## src/rtl/nre_pkg.sv

```systemverilog
package nre_pkg;

  // Source of the bit written into the ring tail when a write is enabled.
  typedef enum logic {
    SRC_EXT  = 1'b0,
    SRC_NAND = 1'b1
  } wr_src_e;

  localparam int unsigned NUM_OPND = 2;

endpackage

```

## src/rtl/nre_ring.sv

```systemverilog
// Circulating storage: shifts one place toward the head on every edge.
module nre_ring #(
  parameter int unsigned DEPTH = 880
) (
  input  logic clk,
  input  logic rst_n,
  input  logic tail_d_i,
  output logic head_o,
  output logic tail_q_o
);

  localparam int unsigned HEAD_IDX = 0;
  localparam int unsigned TAIL_IDX = DEPTH - 1;

  logic [DEPTH-1:0] ring_q;
  logic [DEPTH-1:0] ring_d;

  always_comb begin
    ring_d = {tail_d_i, ring_q[TAIL_IDX:HEAD_IDX+1]};
  end

  always_ff @(posedge clk or negedge rst_n) begin
    if (!rst_n) begin
      ring_q <= '0;
    end else begin
      ring_q <= ring_d;
    end
  end

  assign head_o   = ring_q[HEAD_IDX];
  assign tail_q_o = ring_q[TAIL_IDX];

endmodule

```

## src/rtl/nre_operand_reg.sv

```systemverilog
// One operand bit with an explicit load enable.
module nre_operand_reg (
  input  logic clk,
  input  logic rst_n,
  input  logic en_i,
  input  logic d_i,
  output logic q_o
);

  logic opnd_q;
  logic opnd_d;

  always_comb begin
    opnd_d = opnd_q;
    if (en_i) begin
      opnd_d = d_i;
    end
  end

  always_ff @(posedge clk or negedge rst_n) begin
    if (!rst_n) begin
      opnd_q <= 1'b0;
    end else begin
      opnd_q <= opnd_d;
    end
  end

  assign q_o = opnd_q;

endmodule

```

## src/rtl/nre_nand_path.sv

```systemverilog
// The shared NAND gate and the tail write-back selection.
module nre_nand_path
  import nre_pkg::*;
(
  input  logic    left_i,
  input  logic    right_i,
  input  logic    head_i,
  input  logic    ext_i,
  input  logic    wr_en_i,
  input  wr_src_e src_i,
  output logic    nand_o,
  output logic    tail_d_o
);

  logic nand_val;

  always_comb begin
    nand_val = ~(left_i & right_i);
    tail_d_o = head_i;
    if (wr_en_i) begin
      unique case (src_i)
        SRC_EXT:  tail_d_o = ext_i;
        SRC_NAND: tail_d_o = nand_val;
        default:  tail_d_o = head_i;
      endcase
    end
  end

  assign nand_o = nand_val;

endmodule

```

## src/rtl/nand_ring_engine.sv

```systemverilog
module nand_ring_engine
  import nre_pkg::*;
#(
  parameter int unsigned RING_DEPTH = 880
) (
  input  logic clk,
  input  logic rst_n,
  input  logic cap_left_i,
  input  logic cap_right_i,
  input  logic wr_en_i,
  input  logic wr_sel_i,
  input  logic ext_bit_i,
  output logic nand_o
);

  localparam int unsigned LEFT_IDX  = 0;
  localparam int unsigned RIGHT_IDX = 1;

  logic                head_bit;
  logic                tail_bit;
  logic                tail_d;
  logic [NUM_OPND-1:0] opnd_en;
  logic [NUM_OPND-1:0] opnd_q;
  logic                left_q;
  logic                right_q;
  wr_src_e             wr_src;

  assign opnd_en[LEFT_IDX]  = cap_left_i;
  assign opnd_en[RIGHT_IDX] = cap_right_i;
  assign wr_src             = wr_src_e'(wr_sel_i);

  for (genvar g = 0; g < NUM_OPND; g++) begin : g_opnd
    nre_operand_reg u_opnd (
      .clk   (clk),
      .rst_n (rst_n),
      .en_i  (opnd_en[g]),
      .d_i   (head_bit),
      .q_o   (opnd_q[g])
    );
  end

  assign left_q  = opnd_q[LEFT_IDX];
  assign right_q = opnd_q[RIGHT_IDX];

  nre_nand_path u_path (
    .left_i   (left_q),
    .right_i  (right_q),
    .head_i   (head_bit),
    .ext_i    (ext_bit_i),
    .wr_en_i  (wr_en_i),
    .src_i    (wr_src),
    .nand_o   (nand_o),
    .tail_d_o (tail_d)
  );

  nre_ring #(
    .DEPTH (RING_DEPTH)
  ) u_ring (
    .clk      (clk),
    .rst_n    (rst_n),
    .tail_d_i (tail_d),
    .head_o   (head_bit),
    .tail_q_o (tail_bit)
  );

endmodule

```

## config.mk

```make
export PLATFORM = sky130hd
export DESIGN_NAME = nand_ring_engine
export DESIGN_NICKNAME = d
export VERILOG_FILES = /design/src/rtl/nre_pkg.sv /design/src/rtl/nre_ring.sv /design/src/rtl/nre_operand_reg.sv /design/src/rtl/nre_nand_path.sv /design/src/rtl/nand_ring_engine.sv
export SDC_FILE = /design/constraint.sdc
export NUM_CORES = 1
export LEC_CHECK = 0
export BUFFER_PORTS_ARGS = -buffer_cell sky130_fd_sc_hd__buf_4
export CAP_MARGIN = 20
export CORE_MARGIN = 4
export CORE_UTILIZATION = 45
export DETAILED_ROUTE_END_ITERATION = 10
export GPL_ROUTABILITY_DRIVEN = 0
export SYNTH_ARGS = -nofsm -noshare
export SYNTH_HDL_FRONTEND = slang
export SYNTH_SLANG_ARGS = --single-unit
export TNS_END_PERCENT = 10
```

## constraint.sdc

```tcl
create_clock -name clk -period 1 [get_ports clk]
set_clock_uncertainty 0.2 [all_clocks]
set_input_delay 0.1 -clock clk [delete_from_list [all_inputs] [get_ports clk]]
set_output_delay 0.1 -clock clk [all_outputs]
set_load 0.05 [all_outputs]
```

==> summary.txt <==
Status
  – Status: complete, but fails checks
  – Failing checks: negative hold slack, negative setup slack

Timing
  – RSZ-0062 raised after global routing: yes
  – Period minus WS final: 1.517 ns
  – Endpoints failing setup: 4
  – Slew Limit Headroom: between 70% and 80%
  – Final WS setup: -0.5172 ns
  – Final Cycle Share: 151.7%
  – Max Clk Rate: between 0.6 and 0.7 GHz
  – Final Hold Vio Count: 38
  – WHS: -0.02559 ns
  – Worst-margin pin slew: 0.3418 ns
  – Pins Over Slew Limit: 0
  – Setup TNS: -1.108 ns

Global routing
  – Initial antenna violation count: 0
  – First-pass GRT wire length: approximately 46000 µm
  – Grt ovf: 0
  – Pin count of the biggest net entering global routing: 71
  – Vias in the first global route: around 8300
  – Total Routing Usage GR: 10.92%

Detailed routing
  – Pre-antenna DRT Iters: 4
  – DR WL/cell: roughly 15 µm
  – Number of vias in the routed layout: roughly 7000
  – DR iter-0 viols: between 300 and 400
  – ANT nets after route: 0
  – Vias per cell: 4.070
  – Final wirelength: between 20000 and 30000 µm
  – Remaining DRCs: 0

Setup path
  – Startpoint class of the critical path: register
  – CP cell instances: nand2_2 -> buf_8
  – Crit Path Category: reg2out
  – Setup crit end kind: output pin
  – Worst EP arrival: 1.22 ns
  – Crit path max-delay cell type: dfrtp_1
  – CP max FO: 2
  – Max stage delay on crit path: around 0.40 ns
  – CP bufs+invs: 1
  – Delay-heaviest family, CP: flip-flops
  – Crit path required time: roughly 0.7 ns

Placed design
  – Detail Placement HPWL: approximately 11000 µm
  – Dpl ws: -0.01496 ns
  – PortBufs: 7
  – Area of placed instances: between 20000 and 25000 µm²
  – Dpl cells: between 1500 and 2000

Final layout
  – Share of cells above drive strength 1: 17.23%
  – Post-route cell area: between 20000 and 30000 µm²
  – Syn-to-layout area delta: 20.03%
  – Post-layout net count: between 1000 and 1500
  – Final cell count without fillers: 1759
  – Core Util, Final: a little under three fifths
  – ANT cells: 0
  – Filler cell count: about 3500

Synthesis
  – Synth area leader: dfrtp_1
  – Dominant cells by area after synthesis: dfrtp_1 100%, mux2_4 0.068%, o22ai_2 0.057%
  – Syn. warnings: 0
  – Seq/Total Area, Yosys: between 90% and 100%
  – Number of synthesized register bits: around 900
  – Net count of the mapped netlist: around 900
  – Syn avg cell area: approximately 25 µm²
  – Post-Syn Instances: ~900
  – Mapped cell area: 22130 µm²
  – Unique masters post-synth: 8
  – Area share of the largest cell type after synthesis: around 100%

Clocking
  – CTS max path bufs: 3
  – Htree depth: 3
  – Clk Tree Root Cell: clkbuf_16
  – CTS tree: built
  – Num CTS Buffers: slightly above 80
  – # clock sinks: a little under 900
  – Worst-Skew Late Latency: ~0.6 ns
  – Clk pin slew, worst setup/hold paths: 0.07 ns
  – Hold_buf cts: 6

Floorplanning
  – Die Y: roughly 230 µm
  – Num rows: 80
  – Die W: around 230 µm
  – IO Pins: 8
  – Starting Density: approximately 46%
  – Total die area: 52790 µm²
  – Core area: 48150 µm²

Pwr
  – Worst IR Drop VDD: roughly 1.7 mV
  – Static Leak: 0.01406 µW
  – PD cells: between 2000 and 3000 nW/µm²

Min path
  – Worst Hold Class: in2async

Job
  – Max-Cap Viols: 0
## cell usage after synthesis (all sizes together)
library cell	n
o22ai	1
and3	1
inv	1
mux2	2
dfrtp	882
o21ai	1
nand2	1
## through the flow
stage | power (µW) | hold slack (ns)
after detailed placement | 37520 | -0.05613
final | 67780 | -0.02559
after global routing | 70930 | -0.05548
after global placement | 37500 | -0.05548
after CTS | 69030 | -0.07699
after floorplan | 36500 | -0.3956
## area by class of cell
cell class              count  area (µm²)  area share [%]
inverters                   1       3.754         0.01413
clock buffers             125        2447           9.214
repair buffers             61       817.0           3.076
well taps                 656       820.8           3.090
clock inverters            28       336.6           1.267
flip-flops and latches    882       22070           83.09
multi-input cells           6       65.06          0.2449
## report_power, final
group,internal (µW),leakage (µW),switching [µW]
registers,35800,0.0122,40.1
clock network,18500,0.00137,12400
logic,287,0.000442,693
## placed cells by master, fill, tap and decap left out, drive strengths merged
| cell type | count |
|---|---|
| o22ai | 1 |
| bufinv | 6 |
| dfrtp | 882 |
| o21ai | 1 |
| nand2 | 1 |
| clkbuf | 125 |
| mux2 | 2 |
| clkinvlp | 2 |
| clkinv | 18 |
| and3 | 1 |
| dlygate4sd3 | 6 |
| inv | 3 |
| buf | 55 |
## cells by family after synthesis
kind of cell    after synthesis  synth area share [%]
mux                           2                0.1187
flops                       882                 99.74
buf+inv                       1               0.01695
simple gates                  2               0.04524
compound gates                2               0.07913
## per-layer routing
metal / routed length (µm) / vias up / part of all wire [%] / track usage (%)
li1: - / 3058 / - / -
met1: 13760 / 3935 / 53 / 18.02
met2: 10070 / 98 / 39 / 13.40
met3: 1170 / 69 / 4.5 / 3.379
met4: 907 / 0 / 3.5 / 4.556
met5: 0 / - / 0 / 0
## repair_timing
item | 4_1_cts | 5_1_grt
endpoints found under the setup margin | 2 | 4
endpoints found under the hold margin | 885 | 72
pin swaps | 0 | 1
resized for setup | 4 | 1
setup buffers | 2 | 2
## worst min-delay path, stage by stage
cell	delay, ns
dlygate4sd3_1	0.61
buf_8	0.20
buf_4	0.21
## registers in the layout, summed over array words and instances (netlist names)
register / flops
g_opnd.u_opnd.q_o: 2
u_ring.ring_q: 880
## final timing paths
check                                            startpoint  cells after the start                                to  slack, ns
max                        g_opnd[0].u_opnd.q_o$_DFFE_PN0P_                      2                            nand_o      -0.52
min                                                   rst_n                      3      u_ring.ring_q[100]$_DFF_PN0_      -0.03
max reg2reg                g_opnd[1].u_opnd.q_o$_DFFE_PN0P_                      3  g_opnd[1].u_opnd.q_o$_DFFE_PN0P_      -0.23
min reg2reg                    u_ring.ring_q[191]$_DFF_PN0_                      0      u_ring.ring_q[190]$_DFF_PN0_       0.13
max in group asynchronous                             rst_n                      4      u_ring.ring_q[432]$_DFF_PN0_       0.15
min in group clk                                    wr_en_i                      3      u_ring.ring_q[879]$_DFF_PN0_       0.04
(Power assumes the default switching activity.)
